<file path="config.mk">
export PLATFORM = sky130hd
export DESIGN_NAME = llw_unit
export DESIGN_NICKNAME = d
export VERILOG_FILES = /design/src/rtl/llw_pkg.sv /design/src/rtl/llw_decode.sv /design/src/rtl/llw_agen.sv /design/src/rtl/llw_lane.sv /design/src/rtl/llw_unit.sv
export SDC_FILE = /design/constraint.sdc
export NUM_CORES = 1
export LEC_CHECK = 0
export BUFFER_PORTS_ARGS = -buffer_cell sky130_fd_sc_hd__buf_2
export CORE_MARGIN = 3
export CORE_UTILIZATION = 40
export CTS_BUF_LIST = sky130_fd_sc_hd__clkbuf_2
export CTS_CLUSTER_SIZE = 25
export DETAILED_ROUTE_END_ITERATION = 10
export PLACE_DENSITY_LB_ADDON = 0.25
export SKIP_CTS_REPAIR_TIMING = 1
export SYNTH_ARGS = -nofsm -noshare
export SYNTH_HDL_FRONTEND = slang
export SYNTH_HIERARCHICAL = 1
export SYNTH_SLANG_ARGS = --single-unit
</file>
<file path="constraint.sdc">
create_clock -name clk -period 3.55 [get_ports clk]
set_clock_uncertainty 0.05 [all_clocks]
set_input_delay 0.355 -clock clk [delete_from_list [all_inputs] [get_ports clk]]
set_output_delay 0.355 -clock clk [all_outputs]
set_load 0.01 [all_outputs]
</file>
<file path="src/rtl/llw_pkg.sv">
package llw_pkg;
    localparam logic [5:0] OP_MAJOR = 6'b011000;
    localparam logic [3:0] OP_SUB   = 4'b0110;
    localparam logic [2:0] OP_FUNC  = 3'b110;
    localparam int         OFF_W    = 9;
    localparam int         RIDX_W   = 5;

    typedef enum logic [1:0] {
        ST_IDLE = 2'd0,
        ST_REQ  = 2'd1,
        ST_WAIT = 2'd2,
        ST_WB   = 2'd3
    } llw_state_e;
endpackage

</file>
<file path="src/rtl/llw_decode.sv">
module llw_decode
    import llw_pkg::*;
(
    input  logic [31:0]       instr,
    output logic              match,
    output logic [RIDX_W-1:0] rt_idx,
    output logic [RIDX_W-1:0] base_idx,
    output logic [OFF_W-1:0]  offset
);
    always_comb begin
        match    = (instr[31:26] == OP_MAJOR) && (instr[15:12] == OP_SUB)
                && (instr[11:9] == OP_FUNC);
        rt_idx   = instr[25:21];
        base_idx = instr[20:16];
        offset   = instr[8:0];
    end
endmodule

</file>
<file path="src/rtl/llw_agen.sv">
module llw_agen
    import llw_pkg::*;
#(
    parameter int XLEN = 32
) (
    input  logic [XLEN-1:0]  base_val,
    input  logic [OFF_W-1:0] offset,
    input  logic             reverse_endian,
    output logic [XLEN-1:0]  eff_addr,
    output logic [XLEN-1:0]  dw_addr,
    output logic             misaligned
);
    logic [XLEN-1:0] off_ext;

    always_comb begin
        off_ext    = {{(XLEN-OFF_W){offset[OFF_W-1]}}, offset};
        eff_addr   = base_val + off_ext;
        misaligned = |eff_addr[1:0];
        dw_addr    = {eff_addr[XLEN-1:3], eff_addr[2] ^ reverse_endian, eff_addr[1:0]};
    end
endmodule

</file>
<file path="src/rtl/llw_lane.sv">
module llw_lane #(
    parameter int XLEN = 32
) (
    input  logic [63:0]     dw_data,
    input  logic [2:0]      addr_lo,
    input  logic            big_endian,
    output logic [XLEN-1:0] result
);
    logic [31:0] word;

    always_comb begin
        word = (addr_lo[2] ^ big_endian) ? dw_data[63:32] : dw_data[31:0];
    end

    generate
        if (XLEN > 32) begin : g_wide
            always_comb result = {{(XLEN-32){word[31]}}, word};
        end else begin : g_narrow
            always_comb result = word;
        end
    endgenerate
endmodule

</file>
<file path="src/rtl/llw_unit.sv">
module llw_unit
    import llw_pkg::*;
#(
    parameter int XLEN = 32
) (
    input  logic              clk,
    input  logic              rst_n,
    input  logic              issue_valid,
    output logic              issue_ready,
    input  logic [31:0]       issue_instr,
    input  logic              big_endian,
    input  logic              reverse_endian,
    output logic [RIDX_W-1:0] rf_raddr,
    input  logic [XLEN-1:0]   rf_rdata,
    output logic              rf_we,
    output logic [RIDX_W-1:0] rf_waddr,
    output logic [XLEN-1:0]   rf_wdata,
    output logic              mem_req_valid,
    input  logic              mem_req_ready,
    output logic [XLEN-1:0]   mem_req_addr,
    input  logic              mem_rsp_valid,
    input  logic [63:0]       mem_rsp_data,
    input  logic              clear_link,
    output logic              exc_addr_err,
    output logic              not_handled,
    output logic              busy,
    output logic              link_flag,
    output logic [XLEN-1:0]   link_addr
);
    typedef struct packed {
        llw_state_e        st;
        logic [RIDX_W-1:0] rt;
        logic [XLEN-1:0]   ea;
        logic [XLEN-1:0]   maddr;
        logic              be;
        logic [XLEN-1:0]   wdata;
        logic              link;
        logic [XLEN-1:0]   laddr;
        logic              exc;
        logic              nh;
    } llw_regs_t;

    llw_regs_t r_q, r_d;

    logic              dec_match;
    logic [RIDX_W-1:0] dec_rt, dec_base;
    logic [OFF_W-1:0]  dec_off;
    logic [XLEN-1:0]   base_val, ag_ea, ag_dw;
    logic              ag_misal;
    logic [XLEN-1:0]   lane_val;
    logic              accept;

    llw_decode u_decode (
        .instr    (issue_instr),
        .match    (dec_match),
        .rt_idx   (dec_rt),
        .base_idx (dec_base),
        .offset   (dec_off)
    );

    always_comb base_val = (dec_base == '0) ? '0 : rf_rdata;

    llw_agen #(.XLEN(XLEN)) u_agen (
        .base_val       (base_val),
        .offset         (dec_off),
        .reverse_endian (reverse_endian),
        .eff_addr       (ag_ea),
        .dw_addr        (ag_dw),
        .misaligned     (ag_misal)
    );

    llw_lane #(.XLEN(XLEN)) u_lane (
        .dw_data    (mem_rsp_data),
        .addr_lo    (r_q.ea[2:0]),
        .big_endian (r_q.be),
        .result     (lane_val)
    );

    always_comb begin
        r_d     = r_q;
        r_d.exc = 1'b0;
        r_d.nh  = 1'b0;
        accept  = issue_valid && (r_q.st == ST_IDLE);
        if (clear_link) r_d.link = 1'b0;
        unique case (r_q.st)
            ST_IDLE: begin
                if (accept) begin
                    if (!dec_match) begin
                        r_d.nh = 1'b1;
                    end else if (ag_misal) begin
                        r_d.exc = 1'b1;
                    end else begin
                        r_d.st    = ST_REQ;
                        r_d.rt    = dec_rt;
                        r_d.ea    = ag_ea;
                        r_d.maddr = ag_dw;
                        r_d.be    = big_endian;
                    end
                end
            end
            ST_REQ: begin
                if (mem_req_ready) r_d.st = ST_WAIT;
            end
            ST_WAIT: begin
                if (mem_rsp_valid) begin
                    r_d.st    = ST_WB;
                    r_d.wdata = lane_val;
                end
            end
            ST_WB: begin
                r_d.st    = ST_IDLE;
                r_d.link  = 1'b1;
                r_d.laddr = r_q.ea;
            end
            default: r_d.st = ST_IDLE;
        endcase
    end

    always_ff @(posedge clk) begin
        if (!rst_n) begin
            r_q <= '0;
        end else begin
            r_q <= r_d;
        end
    end

    always_comb begin
        issue_ready   = (r_q.st == ST_IDLE);
        busy          = (r_q.st != ST_IDLE);
        rf_raddr      = dec_base;
        rf_we         = (r_q.st == ST_WB) && (r_q.rt != '0);
        rf_waddr      = r_q.rt;
        rf_wdata      = r_q.wdata;
        mem_req_valid = (r_q.st == ST_REQ);
        mem_req_addr  = r_q.maddr;
        exc_addr_err  = r_q.exc;
        not_handled   = r_q.nh;
        link_flag     = r_q.link;
        link_addr     = r_q.laddr;
    end

    assert_req_hold_R9: assert property (@(posedge clk) disable iff (!rst_n)
        mem_req_valid && !mem_req_ready |=> mem_req_valid && $stable(mem_req_addr));

    assert_req_aligned_R4: assert property (@(posedge clk) disable iff (!rst_n)
        mem_req_valid |-> mem_req_addr[1:0] == 2'b00);

    assert_exc_quiet_R3: assert property (@(posedge clk) disable iff (!rst_n)
        exc_addr_err |-> !rf_we && !mem_req_valid && !busy);

    assert_exc_keeps_link_R3: assert property (@(posedge clk) disable iff (!rst_n)
        exc_addr_err && !$past(clear_link) |-> $stable(link_flag));

    assert_nh_quiet_R1: assert property (@(posedge clk) disable iff (!rst_n)
        not_handled |-> !rf_we && !mem_req_valid && !busy);

    assert_pulses_exclusive_R1: assert property (@(posedge clk) disable iff (!rst_n)
        $onehot0({exc_addr_err, not_handled, rf_we, mem_req_valid}));

    assert_wb_links_R7: assert property (@(posedge clk) disable iff (!rst_n)
        rf_we |=> link_flag && !busy);

    assert_clear_drops_R8: assert property (@(posedge clk) disable iff (!rst_n)
        clear_link && (r_q.st != ST_WB) |=> !link_flag);
endmodule

</file>
### After elaboration in Yosys (flattened, before gate mapping)

Index checks and enable logic that the tools add are counted.

* divide/modulo/power cells: 0
* bitwise logic cells: 3
* muxes and demuxes: 12
* multipliers: 0
* eq/ne operators: 11
* add/subtract/negate cells: 1
* magnitude comparators: 0
* shift-type cells: 0
* reductions and logical operators: 15

Operators by type and width (count)
* $mux 72: 3
* $mux 32: 2
* $mux 33: 1
* $add 32x32->32: 1
* $pmux 2 s4: 1
* $reduce_and 4->1: 2
* $eq 6x5->1 const B: 1
* $ne 2x1->1 const B: 3
* $logic_not 5->1: 1
* $reduce_and 5->1: 1
* $reduce_bool 5->1: 1
* $eq 2x2->1 const B: 2
* $eq 4x3->1 const B: 1
* $logic_and 1x1->1: 4
* $mux 2: 2
* $ne 2x2->1 const B: 2
* $reduce_bool 2->1: 2
* $eq 3x3->1 const B: 1
* $mux 1: 3
* $reduce_and 3->1: 1
* $eq 2x1->1 const B: 1
* $logic_not 2->1: 1
* $reduce_and 2->1: 1
* $reduce_or 2->1: 1
* other kinds (2): 3

* bits of input ports: 136
* memories kept: 0
* logic and storage cells: 52
* register bits: 139
* latch bits: 0
* RAM bits: 0
* memory bits (read-only): 0
* output and inout bits: 113

### Depth between registers and ports, before layout

Gate-level depths: netlist of the first run.

* depth after elaboration: 8
* mapped depth: 16
* mapped depth without buffers: 14

### Cells and area by module

Netlist of the first run, hierarchy kept.

Modules (own cells, without submodules)
* llw_unit: area an instance 5914.4 sq um, sequential area each 2782.7 sq um, cells each 722, times used 1
* llw_agen: area an instance 1983.2 sq um, sequential area each 0.0 sq um, cells each 289, times used 1
* llw_lane: area an instance 417.9 sq um, sequential area each 0.0 sq um, cells each 36, times used 1
* llw_decode: area an instance 185.2 sq um, sequential area each 0.0 sq um, cells each 24, times used 1

### Least setup slack after synthesis of the first run

Ideal clock, no wire load.

* kind: input-to-reg
* start point: input port issue_instr[18]
* end point: register r_q[118] in the netlist's numbering
* library setup time: 70 ps
* required time: 3430 ps
* arrival time: 3153 ps
* buffers on the path: 3
* setup slack: 276 ps
* cell stages on the path: 15
* cell sequence: buf_4 > or4_4 > nor2_4 > buf_4 > nor2b_1 > ha_1 > and2b_1 > o2111ai_2 > a2111o_1 > and3_4 > o21ai_2 > xor2_1 > buf_4 > nand2_1 > a21oi_1

* elaborated cells between the ends (all ways): 6
* those cells by class: add/sub (1); mux (1); bitwise (1); reduce/logical (3)

RTL lines
* start, declared: line llw_unit.sv:10 `input logic [31:0] issue_instr,`
* $logic_not 5->1: line llw_unit.sv:61 `always_comb base_val = (dec_base == '0) ? '0 : rf_rdata;`
* $mux 32: line llw_unit.sv:61
* net base_val[2]: line llw_unit.sv:48 `logic [XLEN-1:0] base_val, ag_ea, ag_dw;`
* $add 32x32->32: line llw_agen.sv:17 `eff_addr = base_val + off_ext;`
* net ag_dw[18]: line llw_unit.sv:48
* end signal, assigned: line llw_unit.sv:123 `r_q <= r_d;`
* end, declared: line llw_unit.sv:43 `llw_regs_t r_q, r_d;`

The timed path passes the listed nets, and every way through them passes these cells.
A chain may end at the register's enable or synchronous reset.

### Final worst setup path of the first run

* start point: input port issue_instr[18]
* end point: register r_q (netlist bit mem_req_addr[29])

Same word-level chain as after synthesis.

==> results.md, run 1 <==
- FF-to-FF path depth: 5
- Post-Syn Area: around 8500 sq um
- Dpl cells: 1,414
- Fin cells: approximately 1,500
- CTS tree: done
- Io pins: 249
- Final setup TNS: 0 ps
- TritonCTS Buffers: 17
- Latest clock arrival within the worst-skew pair: between 600 and 700 ps
- Site Rows: 52
- Max VDD drop: 0.000144 V
- Total wire length: 23.3 mm
- Die width: 152 um
- Fraction of registers with async set or reset after synthesis: 0%
- Root buffer cell: clkbuf_2
- GRT Total Usage: around 18%
- Detail Placement HPWL: 16.8 mm
- Clock Path Buffers: 2
- Post-synthesis cell type count: ~70
- Crit path DAT: between 3000 and 4000 ps
- Worst Path Required: approximately 4100 ps
- Synth area leader: dfxtp_1
- Top-count cell post-synth: nand2_1
- Top cells by count, synth: nand2_1 (235), buf_4 (154), a21oi_1 (145)
- Syn nets: 1,244
- Final setup violation count: 0
- Post-synthesis sequential area ratio: 32.7%
- Die H: 152 um
- Area growth syn-to-layout: 17.8%
- Antenna violations before repair: 1
- Core Box Area: between 20,000 and 25,000 sq um
- Largest cells by area after synthesis: dfxtp_1 (33%), buf_4 (14%), nand2_1 (10%)
- I/O Buffers: between 200 and 250
- Power Total: between 0.003 and 0.004 W
- Gr ovfl total: 0
- Post-route DRC: 0
- Final worst hold slack: approximately 81 ps
- H-tree lvl count: 4
- Tcrit/Tclk final: 79.7%
- Peak Freq: 354 MHz
- Vias in the first global route: between 6,000 and 7,000
- Number of max-cap violations: 0
- Die area: approximately 23,000 sq um
- Clk sinks: ~140
- CP endpoint kind: register
- Slew @ Worst Pin: 1110 ps
- PD cells: around 330 nW/um^2
- Synth Register Bits: around 140
- First-pass GRT wire length: around 34 mm
- Yosys warns: 6
- Worst hold stages: 4
- Synth top area share: between 30% and 40%
- Setup crit start kind: input port
- Rel. slew slack: a little over a quarter
- Clk slew on worst S/H paths: between 200 and 250 ps
- Leak: between 4 and 5 nW
- Endpoints failing hold: 0
- Final layout net count: between 1,000 and 1,500
- RSZ-0062 raised after global routing: false
- Antenna viol nets, final: 0
- Post-Syn Area per Cell: between 7 and 8 sq um
- Slew Limit Fails: 0
- 1st-pass router iterations: 5
- Status: finished clean
- Hold Crit Class: input port to register
- Drt first-iter violations: between 300 and 400
- Mapped Cells: 1,071
- Final Critical Period: ~2800 ps
- RD Place Congestion: around 0.88
- DR vias: between 7,000 and 8,000
- Vias per inst: approximately 4.9
- Starting Density: between 40 and 50%
- Crit path max fanout: 32
- Largest net degree at the start of global routing: 77
- Primary FF master, synth: dfxtp_1
- Share of cells above drive strength 1: between 20% and 30%
- WL/cell: about 15 um
- Number of flops mapped to enable cells by yosys: 0
- Critical path class: input port to register
-- state kept, by name (all words and copies together), names as in the netlist --
register	cells
not_handled	1
rf_waddr	5
r_q	35
link_flag	1
rf_wdata	32
exc_addr_err	1
mem_req_addr	32
link_addr	32
-- worst max-delay path, stage by stage --
cell and delay (ps):
buf_2 100, or4_4 540, nor2_4 110, buf_12 180, nor2b_1 70, ha_1 350, a21o_1 210, a31o_2 240
o2111ai_1 370, a31oi_2 200, a41oi_2 220, xnor2_1 210, nand2_1 80, a21oi_1 140
-- layout make-up --
cell class | instances | area, sq um
Clock buffer | 17 | 85.1
Multi-Input combinational cell | 715 | 4300
Tap cell | 270 | 338
Timing Repair Buffer | 351 | 2240
Antenna cell | 1 | 2.50
Clock inverter | 15 | 199
Inverter | 16 | 62.6
Fill cell | 2033 | 10600
Sequential cell | 139 | 2780
-- cell families after synthesis --
logic type / after synthesis / synth area share, %
AND/OR/NAND/NOR: 375 / 19.3
buffers and inverters: 217 / 16.9
AO/OA/AOI/OAI: 204 / 13.7
flip-flops: 139 / 32.7
multiplexers: 66 / 8.33
adder cells (fa/ha/maj): 37 / 5.53
XOR/XNOR: 33 / 3.49
-- layer usage --
layer / vias up / share of wire [%] / global-route usage (%)
met5: - / 0 / 0
met4: 0 / 0.88 / 4.00
met3: 16 / 6.8 / 4.28
met2: 245 / 47 / 30.9
met1: 3371 / 45 / 24.0
li1: 3768 / - / -
-- power breakdown --
| group | internal (W) | switching [W] |
|---|---|---|
| Combinational | 0.000320 | 0.000364 |
| Clock | 0.000464 | 0.000604 |
| Sequential | 0.00156 | 0.000000177 |
| Total | 0.00235 | 0.000968 |
-- through the flow --
step	instance area [sq um]	utilization, %	setup WS, ps
2_1_floorplan	8500	-	276
3_3_place_gp	8950	43.5	79.7
3_5_place_dp	8950	43.5	24.6
4_1_cts	9240	44.9	817
5_1_grt	10000	48.7	617
6_report	10000	48.7	722
-- worst paths after layout --
check | start | end | slack (ps)
min | issue_instr[0] | r_q[100] | 80
max reg2reg | r_q[67] | rf_wdata[17] | 940
min reg2reg | rf_wdata[30] | rf_wdata[30] | 410
max | issue_instr[18] | mem_req_addr[29] | 720
-- cell usage in the layout, fill, tap and decap left out, types with 4 or more instances in the layout --
cell type,instances
and3_1,4
nand3_1,7
dfxtp_1,139
mux2_2,30
clkinv_4,5
clkbuf_2,17
nand4_1,6
buf_2,248
xnor2_1,19
mux2i_1,34
bufinv_16,4
xor2_1,13
dlygate4sd3_1,77
o21ai_0,19
inv_1,15
o21bai_1,5
nor2b_1,36
a21oi_1,145
nand2b_1,4
nor2_1,58
ha_1,35
nor3_1,4
a21o_1,5
buf_4,23
nand2_1,235
(Power assumes the default switching activity.)
==> inputs of run 2 (changes only) <==
==> constraint.sdc (replaced) <==
create_clock -name clk -period 2.8 [get_ports clk]
set_clock_uncertainty 0.05 [all_clocks]
set_input_delay 0.28 -clock clk [delete_from_list [all_inputs] [get_ports clk]]
set_output_delay 0.28 -clock clk [all_outputs]
set_load 0.01 [all_outputs]
==> results.md, run 2 (synthesis gave the netlist of run 1 again) <==
- Status: finished clean (unchanged)
- Core Box Area: 20,600 sq um (unchanged)
- Most used cell, CP: buf_4
- Post-route DRC: 0 (unchanged)
- DR vias: 7,832 (was 7,400)
- Final layout net count: 1,518 (was 1,413)
- H-tree lvl count: 4 (unchanged)
- Final worst hold slack: 48.2 ps (was 81.1 ps)
- Number of max-cap violations: 0 (unchanged)
- CP endpoint kind: register (unchanged)
- Max VDD drop: 0.000232 V (was 0.000144 V)
- GRT Total Usage: 18.9% (was 18.4%)
- Antenna viol nets, final: 0 (unchanged)
- Critical path class: input port to register (unchanged)
- FF-to-FF setup slack: 490 ps (was 940 ps)
- RSZ-0062 raised after global routing: true (was false)
- Latest clock arrival within the worst-skew pair: 660 ps (was 680 ps)
- Die width: 152 um (unchanged)
- Slew Limit Fails: 0 (unchanged)
- Vias per inst: 4.81 (was 4.86)
- TritonCTS Buffers: 17 (unchanged)
- WL/cell: 15.1 um (was 15.3 um)
- Drt first-iter violations: 363 (was 346)
- Worst reg2reg endpoint: rf_wdata[19] (was rf_wdata[17])
- Starting Density: 41.3% (unchanged)
- Hold Crit Class: input port to register (unchanged)
- Top reg by flops: r_q (unchanged)
- Clk sinks: 139 (unchanged)
- Clk slew on worst S/H paths: 180 ps (was 210 ps)
- Io pins: 249 (unchanged)
- Crit-path slowest cell: or4_4 (unchanged)
- Fillers: 1,912 (was 2,033)
- 1st-pass router iterations: 5 (unchanged)
- Worst hold stages: 4 (unchanged)
- Detail Placement HPWL: 17.9 mm (was 16.8 mm)
- Site Rows: 52 (unchanged)
- FF-to-FF path depth: 6 (was 5)
- Min-delay src: issue_instr[9] (was issue_instr[0])
- Final setup violation count: 0 (unchanged)
- Peak Freq: around 370 MHz
- Antenna violations before repair: 1 (unchanged)
- Area growth syn-to-layout: 28.2% (was 17.8%)
- RD Place Congestion: 0.891 (was 0.875)
- Final Critical Period: ~2700 ps
- Leak: 4.84 nW (was 4.33 nW)
- Gr ovfl total: 0 (unchanged)
- Die H: 152 um (unchanged)
- Largest net degree at the start of global routing: 66 (was 77)
- Total wire length: 24.5 mm (was 23.3 mm)
- First-pass GRT wire length: 34.5 mm (was 33.7 mm)
- Most frequent cells in the layout: buf_2 (248), nand2_1 (235), dfxtp_1 (139) (was buf_2 (248), nand2_1 (235), a21oi_1 (145))
- Hold Path End: not_handled (was r_q[100])
- Cells along the critical path: buf_2 -> or4_4 -> nor2_4 -> buf_4 -> nor2b_1 -> ha_1 -> o2111ai_2 -> buf_4 -> a2111o_1 -> and3_4 -> o21ai_2 -> xor2_1 -> buf_4 -> nand2_1 -> a21oi_1 (was buf_2 -> or4_4 -> nor2_4 -> buf_12 -> nor2b_1 -> ha_1 -> a21o_1 -> a31o_2 -> o2111ai_1 -> a31oi_2 -> a41oi_2 -> xnor2_1 -> nand2_1 -> a21oi_1)
- Die area: 23,000 sq um (unchanged)
- I/O Buffers: 248 (unchanged)
- Rel. slew slack: 29.5% (was 26.2%)
- Crit path DAT: 3290 ps (was 3400 ps)
- Final setup margin: 63.1 ps (was 722 ps)
- Largest register FFs: 35 (unchanged)
- Share of cells above drive strength 1: 34.9% (was 28.1%)
- Vias in the first global route: 6,922 (was 6,531)
- Slew @ Worst Pin: 1060 ps (was 1110 ps)
- Crit path max fanout: 6 (was 32)
- Crit path largest cell delay: 540 ps (about the same)
- Dpl ws: -762 ps (was 24.6 ps)
- Setup crit start kind: input port (unchanged)
- CP top delay family: simple AND/OR/NAND/NOR gates (was compound AO/OA/AOI/OAI gates)
- Most common cell after layout, fill and taps aside: buf_2 (unchanged)
- CTS tree: done (unchanged)
- Clock Path Buffers: 2 (unchanged)
- Power Total: 0.00409 W (was 0.00332 W)
- Root buffer cell: clkbuf_2 (unchanged)
- Tcrit/Tclk final: 97.7%
- Endpoints failing hold: 0 (unchanged)
- Worst Path Required: 3360 ps (was 4120 ps)
- PD cells: 375 nW/um^2 (was 331 nW/um^2)
- WP buf/inv: 4 (was 2)
- Worst R2R Start: r_q[102] (was r_q[67])
## run 2: cell count changes in the layout (fill, tap and decap cells not counted), moves of 3 or more
cell / change
buf_4: +95
o21ai_0: -5
bufinv_16: -3
buf_12: +6
clkinv_4: -4
a21oi_1: -13
clkinv_1: +3
a21oi_2: +12
o21ai_1: +5
## run 2: how the worst max path moves through the flow
stage                          from        to  slack, ps  depth (start not counted)
global placement    issue_instr[16]  r_q[129]       -780                         15
global route        issue_instr[16]  r_q[138]        -20                         13
floorplan           issue_instr[16]  r_q[118]       -320                         15
CTS                 issue_instr[16]  r_q[129]         30                         15
detailed placement  issue_instr[16]  r_q[129]       -760                         15
finish              issue_instr[16]  r_q[118]         60                         15
## run 2: per-layer routing
metal  track usage [%]  up-vias  wire length, um
met5                 0        -                0
met4              4.67        0              395
met3              4.13       28             1800
met2              32.2      266            11400
met1              24.3     3559            10900
li1                  -     3979                -
## run 2: through the flow
step / TNS [ps] / instances / util, % / instance area, sq um
final: 0 / 1627 / 53.0 / 10900
after global routing: -45.7 / 1627 / 53.0 / 10900
after CTS: 0 / 1542 / 48.6 / 9990
after detailed placement: -28950 / 1512 / 47.7 / 9820
after global placement: -26900 / 1512 / 47.7 / 9820
after floorplan: -6370 / 1071 / - / 8570
## run 2: layout make-up
| class | count | area [sq um] | area share (%) |
|---|---|---|---|
| tap | 270 | 338 | 3.10 |
| sequential | 139 | 2780 | 25.5 |
| clock buffer | 19 | 95.1 | 0.873 |
| timing repair buffer | 456 | 3120 | 28.7 |
| clock inverter | 11 | 81.3 | 0.746 |
| antenna | 1 | 2.50 | 0.0230 |
| inverter | 16 | 62.6 | 0.574 |
| multi-input combinational | 715 | 4410 | 40.5 |
## run 2: power by group
part	total [W]	leakage [nW]	internal, W	switching [W]
clock network	0.000996	0.119	0.000300	0.000696
logic	0.00111	3.60	0.000587	0.000523
registers	0.00198	1.12	0.00198	0.000000222
total	0.00409	4.84	0.00287	0.00122
## run 2: worst reg2reg max path: stages (launching register included)
cell,delay (ps)
dfxtp_1,480
xnor2_4,140
buf_4,400
mux2_2,400
dlygate4sd3_1,570
nand2_1,70
a21oi_1,90
==> inputs of run 3 (changes only) <==
==> constraint.sdc (replaced) <==
create_clock -name clk -period 2.8 [get_ports clk]
set_clock_uncertainty 0.05 [all_clocks]
set_input_delay 0 -clock clk [delete_from_list [all_inputs] [get_ports clk]]
set_output_delay 0 -clock clk [all_outputs]
set_load 0.01 [all_outputs]
==> results.md, run 3 (synthesis gave the netlist of run 1 again) <==
- Crit-path slowest cell: xnor2_4 (was or4_4)
- Critical path class: register to register (was input port to register)
- Most frequent cells in the layout: buf_2 (248), nand2_1 (235), a21oi_1 (143) (was buf_2 (248), nand2_1 (235), dfxtp_1 (139))
- First-pass GRT wire length: 33.6 mm (was 34.5 mm)
- Die H: 152 um (unchanged)
- CTS tree: done (unchanged)
- Slew Limit Fails: 0 (unchanged)
- Max VDD drop: 0.000248 V (was 0.000232 V)
- Post-route DRC: 0 (unchanged)
- Slew @ Worst Pin: 1140 ps (was 1060 ps)
- H-tree lvl count: 4 (unchanged)
- Clk slew on worst S/H paths: 200 ps (was 180 ps)
- Antenna violations before repair: 3 (was 1)
- Gr ovfl total: 0 (unchanged)
- Total wire length: 24.5 mm (about the same)
- Io pins: 249 (unchanged)
- 1st-pass router iterations: 5 (unchanged)
- Starting Density: 41.3% (unchanged)
- CP endpoint kind: register (unchanged)
- Leak: 4.89 nW (was 4.84 nW)
- Largest register FFs: 35 (unchanged)
- Share of cells above drive strength 1: 32.0% (was 34.9%)
- Clock Path Buffers: 2 (unchanged)
- Peak Freq: 375 MHz (was 365 MHz)
- Setup crit start kind: register (was input port)
- Cells along the critical path: xnor2_4 -> mux2_2 -> dlygate4sd3_1 -> nand2_1 -> a21oi_1 (was buf_2 -> or4_4 -> nor2_4 -> buf_4 -> nor2b_1 -> ha_1 -> o2111ai_2 -> buf_4 -> a2111o_1 -> and3_4 -> o21ai_2 -> xor2_1 -> buf_4 -> nand2_1 -> a21oi_1)
- I/O Buffers: 248 (unchanged)
- Core Box Area: 20,600 sq um (unchanged)
- Crit path DAT: 3150 ps (was 3290 ps)
- Final setup violation count: 0 (unchanged)
- Top reg by flops: r_q (unchanged)
- Area growth syn-to-layout: 30.1% (was 28.2%)
- Most common cell after layout, fill and taps aside: buf_2 (unchanged)
- Final Critical Period: 2670 ps (was 2740 ps)
- DR vias: 7,919 (was 7,832)
- Crit path max fanout: 32 (was 6)
- Rel. slew slack: 23.9% (was 29.5%)
- Site Rows: 52 (unchanged)
- Vias per inst: 4.80 (was 4.81)
- Die area: 23,000 sq um (unchanged)
- Power Total: 0.00433 W (was 0.00409 W)
- Detail Placement HPWL: 17.1 mm (was 17.9 mm)
- RSZ-0062 raised after global routing: false (was true)
- RD Place Congestion: 0.875 (was 0.891)
- Endpoints failing hold: 0 (unchanged)
- Vias in the first global route: 6,826 (was 6,922)
- Drt first-iter violations: 309 (was 363)
- PD cells: 391 nW/um^2 (was 375 nW/um^2)
- Final worst hold slack: 30.3 ps (was 48.2 ps)
- Die width: 152 um (unchanged)
- Worst Path Required: 3280 ps (was 3360 ps)
- Hold Crit Class: input port to register (unchanged)
- Clk sinks: 139 (unchanged)
- TritonCTS Buffers: 17 (unchanged)
- Root buffer cell: clkbuf_2 (unchanged)
- Number of max-cap violations: 0 (unchanged)
- WL/cell: 14.8 um (was 15.1 um)
- Core Util, Final: 53.8% (was 53.0%)
- GRT Total Usage: 18.4% (was 18.9%)
- Final layout net count: 1,537 (was 1,518)
- Tcrit/Tclk final: 95.3% (was 97.7%)
- Final setup margin: 132 ps (was 63.1 ps)
- Status: finished clean (unchanged)
- Crit path largest cell delay: 900 ps (was 540 ps)
- Antenna viol nets, final: 0 (unchanged)
- Largest net degree at the start of global routing: 78 (was 66)
- Dpl ws: -357 ps (was -762 ps)
- Latest clock arrival within the worst-skew pair: 690 ps (was 660 ps)
-- run 3: cell count changes in the layout (fill, tap and decap cells not counted), sizes merged --
cell and change:
bufinv +2, dlygate4sd3 +37, buf -18, diode +3, inv +1, clkinv -2, clkbuf +1
-- run 3: per-stage QoR --
| step | setup TNS [ps] | area, sq um | cells |
|---|---|---|---|
| 5_1_grt | 0 | 11100 | 1651 |
| 6_report | 0 | 11100 | 1651 |
| 3_3_place_gp | -7010 | 9640 | 1499 |
| 4_1_cts | 0 | 9890 | 1531 |
| 3_5_place_dp | -8380 | 9640 | 1499 |
| 2_1_floorplan | -90.2 | 8530 | 1071 |
-- run 3: final cells by class --
class                           count  area [sq um]
Inverter                           16          62.6
Tap cell                          270           338
Clock inverter                     12           148
Fill cell                        1947          9500
Clock buffer                       20           100
Antenna cell                        4          10.0
Multi-Input combinational cell    715          4310
Timing Repair Buffer              475          3310
Sequential cell                   139          2780
-- run 3: routing by layer --
| layer | track usage, % | share of wire [%] | vias to the layer above |
|---|---|---|---|
| met2 | 31.0 | 47 | 263 |
| met3 | 4.55 | 7.4 | 26 |
| met4 | 4.40 | 1.5 | 0 |
| li1 | - | - | 4010 |
| met1 | 23.6 | 44 | 3620 |
| met5 | 0 | 0 | - |
-- run 3: worst paths after layout --
check	startpoint	end	cells past startpoint	slack, ps
worst max-delay path	r_q[102]	rf_wdata[19]	5	130
worst min-delay path	rf_rdata[8]	mem_req_addr[9]	8	30
worst max register to register	r_q[102]	rf_wdata[19]	5	130
worst min register to register	mem_req_addr[25]	mem_req_addr[25]	2	410
-- run 3: where the power goes --
part | internal (W) | leakage [nW] | switching [W]
combinational | 0.000589 | 3.62 | 0.000508
sequential | 0.00198 | 1.12 | 0.000000185
clock | 0.000505 | 0.156 | 0.000744
-- run 3: critical path: cells and delay by family, from the launching register on --
family	cells	cell delay (ps)
mux	1	430
xor+xnor	1	900
flops	1	430
compound gates	1	60
simple gates	1	70
buf+inv	1	570
